<file path="src/rtl/csr_pkg.sv">
package csr_pkg;

  // source select encoding; bit 1 picks the oscillator, bit 0 must be clear
  typedef enum logic [1:0] {
    SRC_EXT_PRE = 2'b00,
    SRC_RSV_A   = 2'b01,
    SRC_OSC_PRE = 2'b10,
    SRC_RSV_B   = 2'b11
  } src_sel_e;

  // resolved behaviour of one output group
  typedef enum logic [1:0] {
    GM_OFF    = 2'b00,
    GM_DIRECT = 2'b01,
    GM_PASS   = 2'b10,
    GM_DIVIDE = 2'b11
  } grp_mode_e;

endpackage

</file>
<file path="src/rtl/csr_src_mux.sv">
module csr_src_mux
  import csr_pkg::*;
(
  input  logic [1:0] src_sel,
  input  logic       ext_tick,
  input  logic       osc_tick,
  output logic       sel_tick,
  output logic       sel_ok
);

  always_comb begin
    case (src_sel_e'(src_sel))
      SRC_EXT_PRE: begin
        sel_tick = ext_tick;
        sel_ok   = 1'b1;
      end
      SRC_OSC_PRE: begin
        sel_tick = osc_tick;
        sel_ok   = 1'b1;
      end
      default: begin
        sel_tick = 1'b0;
        sel_ok   = 1'b0;
      end
    endcase
  end

endmodule

</file>
<file path="src/rtl/csr_prescaler.sv">
module csr_prescaler #(
  parameter int PRE_W   = 3,
  parameter int PRE_MAX = 6
) (
  input  logic             clk,
  input  logic             rst,
  input  logic             src_tick,
  input  logic             bypass,
  input  logic [PRE_W-1:0] code,
  output logic             dist_tick,
  output logic             pre_lvl,
  output logic             code_bad
);

  localparam logic [PRE_W-1:0] MAX_CODE = PRE_W'(PRE_MAX);
  localparam logic [PRE_W-1:0] ONE      = PRE_W'(1);

  logic [PRE_W-1:0] cnt_q;
  logic [PRE_W-1:0] half;
  logic             active;
  logic             last;

  assign code_bad = !bypass && ((code == '0) || (code > MAX_CODE));
  assign active   = !bypass && !code_bad;
  assign last     = (cnt_q == code - ONE);
  assign half     = code >> 1;

  always_ff @(posedge clk) begin
    if (rst || !active) begin
      cnt_q <= '0;
    end else if (src_tick) begin
      cnt_q <= last ? '0 : cnt_q + ONE;
    end
  end

  // bypass forwards every source tick; otherwise one tick per wrap
  assign dist_tick = bypass ? src_tick : (active && src_tick && last);

  // high phase covers the final floor(ratio/2) counts of each cycle
  assign pre_lvl = active && (cnt_q >= code - half);

endmodule

</file>
<file path="src/rtl/csr_chan_div.sv">
module csr_chan_div
  import csr_pkg::*;
#(
  parameter int HL_W = 4
) (
  input  logic            clk,
  input  logic            rst,
  input  logic            dist_tick,
  input  logic            src_tick,
  input  grp_mode_e       mode,
  input  logic [HL_W-1:0] low_m,
  input  logic [HL_W-1:0] high_n,
  output logic            grp_tick
);

  localparam int CNT_W = HL_W + 1;
  localparam logic [CNT_W-1:0] C_ONE = CNT_W'(1);

  logic [CNT_W-1:0] cnt_q;
  logic [CNT_W-1:0] wrap_at;
  logic [CNT_W-1:0] fire_at;
  logic             nxt_tick;
  logic             tick_q;

  // period M+N+2 counts, so the counter wraps at M+N+1
  assign wrap_at = {1'b0, low_m} + {1'b0, high_n} + C_ONE;
  // rising edge after M+1 low counts
  assign fire_at = {1'b0, low_m};

  always_ff @(posedge clk) begin
    if (rst || (mode != GM_DIVIDE)) begin
      cnt_q <= '0;
    end else if (dist_tick) begin
      cnt_q <= (cnt_q == wrap_at) ? '0 : cnt_q + C_ONE;
    end
  end

  always_comb begin
    case (mode)
      GM_DIRECT: nxt_tick = src_tick;
      GM_PASS:   nxt_tick = dist_tick;
      GM_DIVIDE: nxt_tick = dist_tick && (cnt_q == fire_at);
      default:   nxt_tick = 1'b0;
    endcase
  end

  always_ff @(posedge clk) begin
    if (rst) tick_q <= 1'b0;
    else     tick_q <= nxt_tick;
  end

  assign grp_tick = tick_q;

endmodule

</file>
<file path="src/rtl/clk_src_prescale_router.sv">
module clk_src_prescale_router
  import csr_pkg::*;
#(
  parameter int NUM_GRP = 4,
  parameter int HL_W    = 4,
  parameter int PRE_W   = 3,
  parameter int PRE_MAX = 6
) (
  input  logic                    clk,
  input  logic                    rst,
  input  logic                    ext_tick,
  input  logic                    osc_tick,
  input  logic [1:0]              src_sel,
  input  logic                    pre_bypass,
  input  logic [PRE_W-1:0]        pre_code,
  input  logic [NUM_GRP-1:0]      ch_bypass,
  input  logic [NUM_GRP-1:0]      direct_en,
  input  logic [NUM_GRP*HL_W-1:0] ch_low,
  input  logic [NUM_GRP*HL_W-1:0] ch_high,
  output logic [NUM_GRP-1:0]      grp_tick,
  output logic                    pre_lvl,
  output logic                    cfg_err
);

  logic               sel_tick;
  logic               sel_ok;
  logic               dist_tick;
  logic               code_bad;
  logic               glob_bad;
  logic               ratio_one;
  logic [NUM_GRP-1:0] grp_bad;
  logic               err_q;

  csr_src_mux u_mux (
    .src_sel  (src_sel),
    .ext_tick (ext_tick),
    .osc_tick (osc_tick),
    .sel_tick (sel_tick),
    .sel_ok   (sel_ok)
  );

  csr_prescaler #(
    .PRE_W   (PRE_W),
    .PRE_MAX (PRE_MAX)
  ) u_pre (
    .clk       (clk),
    .rst       (rst),
    .src_tick  (sel_tick),
    .bypass    (pre_bypass),
    .code      (pre_code),
    .dist_tick (dist_tick),
    .pre_lvl   (pre_lvl),
    .code_bad  (code_bad)
  );

  assign glob_bad  = !sel_ok || code_bad;
  assign ratio_one = !pre_bypass && (pre_code == PRE_W'(1));

  for (genvar g = 0; g < NUM_GRP; g++) begin : g_grp
    grp_mode_e mode;

    // direct routing needs the prescaler path; divider skip needs ratio > 1
    assign grp_bad[g] = direct_en[g] ? pre_bypass : (ch_bypass[g] && ratio_one);

    always_comb begin
      if (glob_bad || grp_bad[g]) mode = GM_OFF;
      else if (direct_en[g])      mode = GM_DIRECT;
      else if (ch_bypass[g])      mode = GM_PASS;
      else                        mode = GM_DIVIDE;
    end

    csr_chan_div #(
      .HL_W (HL_W)
    ) u_div (
      .clk       (clk),
      .rst       (rst),
      .dist_tick (dist_tick),
      .src_tick  (sel_tick),
      .mode      (mode),
      .low_m     (ch_low[g*HL_W +: HL_W]),
      .high_n    (ch_high[g*HL_W +: HL_W]),
      .grp_tick  (grp_tick[g])
    );
  end

  always_ff @(posedge clk) begin
    if (rst) err_q <= 1'b0;
    else     err_q <= glob_bad || (|grp_bad);
  end

  assign cfg_err = err_q;

endmodule

</file>
<file path="config.mk">
export PLATFORM = sky130hd
export DESIGN_NAME = clk_src_prescale_router
export DESIGN_NICKNAME = d
export VERILOG_FILES = /design/src/rtl/csr_pkg.sv /design/src/rtl/csr_src_mux.sv /design/src/rtl/csr_prescaler.sv /design/src/rtl/csr_chan_div.sv /design/src/rtl/clk_src_prescale_router.sv
export SDC_FILE = /design/constraint.sdc
export NUM_CORES = 1
export LEC_CHECK = 0
export BUFFER_PORTS_ARGS = -buffer_cell sky130_fd_sc_hd__buf_2
export CORE_MARGIN = 3
export CORE_UTILIZATION = 30
export CTS_CLUSTER_DIAMETER = 80
export DETAILED_ROUTE_END_ITERATION = 6
export PLACE_DENSITY = 0.57
export SLEW_MARGIN = 30
export SYNTH_ARGS = -nofsm -noshare
export SYNTH_HDL_FRONTEND = slang
export SYNTH_SLANG_ARGS = --single-unit
</file>
<file path="constraint.sdc">
create_clock -name clk -period 4.5 [get_ports clk]
set_input_delay 0.675 -clock clk [delete_from_list [all_inputs] [get_ports clk]]
set_output_delay 0.675 -clock clk [all_outputs]
set_load 0.02 [all_outputs]
</file>
==> qor.log <==
qor: floorplan.chipWidth 101 um
qor: sta.rsz_0062_raised_after_global_routing no
qor: power_and_ir_drop.p_total 639 uW
qor: logic_synthesis.synthMostInstantiatedCell sky130_fd_sc_hd__xnor2_1
qor: place.io_buffers 55
qor: cts.clock_tree_from_tritoncts yes
qor: sta.maximum_clock_frequency 326 MHz
qor: cts.clk-insertion-delay-late 0.27 ns
qor: worst_setup_path.crit_slowest_cell sky130_fd_sc_hd__fa_1
qor: power_and_ir_drop.total_leakage_power 1.28 nW
qor: finish.antenna_cells_inserted 0
qor: finish.multi_input_comb_area 0.00197 mm^2
qor: logic_synthesis.synthesis_stage_register_bit_count 28
qor: finish.final_core_utilization 35.3%
qor: logic_synthesis.synth.cells.most_frequent sky130_fd_sc_hd__xnor2_1 (32), sky130_fd_sc_hd__ha_1 (30), sky130_fd_sc_hd__nand3_1 (30), sky130_fd_sc_hd__dfxtp_1 (28), sky130_fd_sc_hd__nand2_1 (25)
qor: logic_synthesis.post_synth_edffs 0
qor: logic_synthesis.yosys.area.top_type_share 20.7%
qor: logic_synthesis.synthTopCellsByArea sky130_fd_sc_hd__dfxtp_1 (21%), sky130_fd_sc_hd__ha_1 (14%), sky130_fd_sc_hd__xnor2_1 (10%)
qor: global_route.grt_first_pass_wirelength 10400 um
qor: power_and_ir_drop.cellPowerDensity 207 mW/mm^2
qor: detailed_routing.first_iter_violations 128
qor: power_and_ir_drop.vdd_drop_max 0.0000862 V
qor: detailed_routing.wl_per_cell 13.0 um
qor: floorplan.top_level_ports 56
qor: cts.tritoncts.num_buffers 3
qor: floorplan.die_h 101 um
qor: sta.timing.final.setup_violations 0
qor: cts.cts_root_buffer sky130_fd_sc_hd__clkbuf_8
qor: detailed_routing.post_drt_via_cell_ratio 5.08
qor: sta.maxSlewViolCount 0
qor: place.place_congestion 0.788
qor: sta.worst-slew-pin-transition 0.706 ns
qor: hold_path.holdPathStages 2
qor: cts.clock-sinks 28
qor: finish.syn2layout_area_growth 14.2%
qor: finish.layout.filler_cells 924
qor: floorplan.fp.coreArea 0.00876 mm^2
qor: worst_setup_path.cp-end-kind output port
qor: sta.finalSetupTns 0 ns
qor: floorplan.start_util 30.9%
qor: cts.postcts_resize_cnt 0
qor: logic_synthesis.synth_seq_area_share 20.7%
qor: logic_synthesis.synth_top_flop_cell sky130_fd_sc_hd__dfxtp_1
qor: detailed_routing.drt_pre_antenna_iters 4
qor: worst_setup_path.required 3.83 ns
qor: detailed_routing.ant_nets 0
qor: global_route.first_global_vias 2331
qor: worst_setup_path.slowest_delay 0.47 ns
qor: global_route.global_route.overflow_total 0
qor: sta.hold_viol 0
qor: logic_synthesis.syn_inst 330
qor: worst_setup_path.total_number_of_cells_along_the_worst_setup_path 11
qor: worst_setup_path.crit_path_cell_trace buf_2, inv_1, ha_1, inv_1, fa_1, inv_1, ha_1, a21o_1, a21oi_1, nor3_1, buf_2
qor: worst_setup_path.critical_path.top_delay_family adder cells
qor: logic_synthesis.synth_async_sr_flop_share 0%
qor: finish.share_of_post_route_cells_with_drive_strength_above_1 17.7%
qor: worst_setup_path.critPathArrivalTime 2.39 ns
qor: hold_path.worst_hold_path_type reg2reg
qor: detailed_routing.routed_via_count 2440
qor: logic_synthesis.syn_area 0.00271 mm^2
qor: floorplan.std_cell_rows 34
qor: sta.slew_headroom 52.9%
qor: worst_setup_path.cpMostUsedCell sky130_fd_sc_hd__inv_1
qor: floorplan.design.die.area 0.0102 mm^2
qor: global_route.gr-usage-all-layers 12.2%
qor: logic_synthesis.synth.avg_cell_area 8.20 um^2
qor: outcome.status completed
qor: detailed_routing.route.detailed.drc 0
qor: cts.post_cts_buffers 0
qor: finish.finalNetCount 458
qor: global_route.number_of_antenna_violations_at_the_first_check_in_global_routing 0
qor: worst_setup_path.number_of_cell_instances_on_the_worst_register_to_register_path 6
qor: run.max_cap_viol_count 0
qor: cts.clock_edge_transition_at_the_registers_on_the_reported_setup_and_hold_paths 0.10 ns
qor: worst_setup_path.cp_buf_inv_count 5
qor: cts.cts.path.max_buffers 2
qor: worst_setup_path.crit_type in2out
qor: cts.postCtsHoldBufs 0
qor: sta.period_share 68.2%
qor: cts.cts.htree.levels 1
qor: logic_synthesis.yosysWarningCount 0
qor: worst_setup_path.path_max_fanout 4
qor: detailed_routing.postRouteWirelength 6220 um
qor: sta.fin_crit 3.07 ns
qor: logic_synthesis.postSynthNetCount 415
qor: logic_synthesis.synth_top_cell_by_area sky130_fd_sc_hd__dfxtp_1
qor: logic_synthesis.yosys.cell_types.count 44
qor: place.dp.final_hpwl 5040 um
qor: sta.finalClockSkew 0.00494 ns
qor: global_route.grt_max_degree 20
qor: finish.seq_area 561 um^2
qor: worst_setup_path.timing.critical_path.from_type primary input
final timing paths:
kind                                 from                 endpoint  slack [ns]
setup reg to reg           u_pre.cnt_q[2]  g_grp[1].u_div.cnt_q[3]        2.08
hold / removal    g_grp[3].u_div.cnt_q[4]  g_grp[3].u_div.cnt_q[4]        0.55
hold reg to reg   g_grp[3].u_div.cnt_q[4]  g_grp[3].u_div.cnt_q[4]        0.55
setup / recovery              pre_code[0]                  pre_lvl        1.43
cells by family after synthesis:
logic type | count (synthesis) | synth area share, %
simple gates | 121 | 23.3
flops | 28 | 20.7
buf+inv | 39 | 6.66
mux | 2 | 0.740
xor+xnor | 45 | 15.1
compound gates | 60 | 15.9
fa+ha+maj | 35 | 17.6
cell usage in the layout, fill, tap and decap left out, types with 9 or more instances in the layout:
cell,netlist,routed
sky130_fd_sc_hd__buf_2,0,55
sky130_fd_sc_hd__xnor2_1,32,32
sky130_fd_sc_hd__nand3_1,30,30
sky130_fd_sc_hd__ha_1,30,30
sky130_fd_sc_hd__dfxtp_1,28,28
sky130_fd_sc_hd__nand2_1,25,25
sky130_fd_sc_hd__inv_1,22,22
sky130_fd_sc_hd__nor3_1,17,17
sky130_fd_sc_hd__nor2_1,17,17
sky130_fd_sc_hd__a31oi_1,14,14
sky130_fd_sc_hd__xor2_1,12,12
sky130_fd_sc_hd__a21oi_1,10,10
sky130_fd_sc_hd__a21o_1,9,9
sky130_fd_sc_hd__nand3b_1,9,9
worst reg2reg max path, delay by kind of cell (launching register included):
kind	cells	cell delay, ns
compound gates	3	0.57
flops	1	0.41
simple gates	2	0.84
xor+xnor	1	0.49
per-stage QoR:
step                      area (um^2)  hold WS (ns)  setup WS [ns]  cells
after global placement           3020         0.527           1.46    476
after detailed placement         3020         0.537           1.42    476
final                            3090         0.551           1.43    480
after global routing             3090         0.577           1.30    480
after CTS                        3090         0.554           1.42    480
after floorplan                  2710         0.489           1.47    330
area by class of cell:
type	count	share of cell area (%)
Timing Repair Buffer	55	8.91
Clock inverter	1	0.972
Clock buffer	3	1.34
Tap cell	108	4.37
Multi-Input combinational cell	263	63.6
Inverter	22	2.67
Sequential cell	28	18.1
sequential cells by signal, summed over array words and instances, names as in the netlist:
register              count
cfg_err                   1
g_grp.u_div.cnt_q        20
g_grp.u_div.grp_tick      4
u_pre.cnt_q               3
report_power, final:
group | internal (mW) | switching, mW | leakage (nW) | total, mW
registers | 0.250 | 0.00140 | 0.226 | 0.251
clock network | 0.119 | 0.0811 | 0.0357 | 0.200
logic | 0.0861 | 0.101 | 1.02 | 0.187
total | 0.455 | 0.184 | 1.28 | 0.639
per-layer routing:
layer	global-route usage, %	routed length (um)	vias to the layer above
met3	1.59	349	2
li1	-	-	1259
met5	0	0	-
met2	21.3	2990	63
met4	1.94	25	0
met1	16.3	2850	1116
Note: power is estimated with default switching activity, not from simulation.
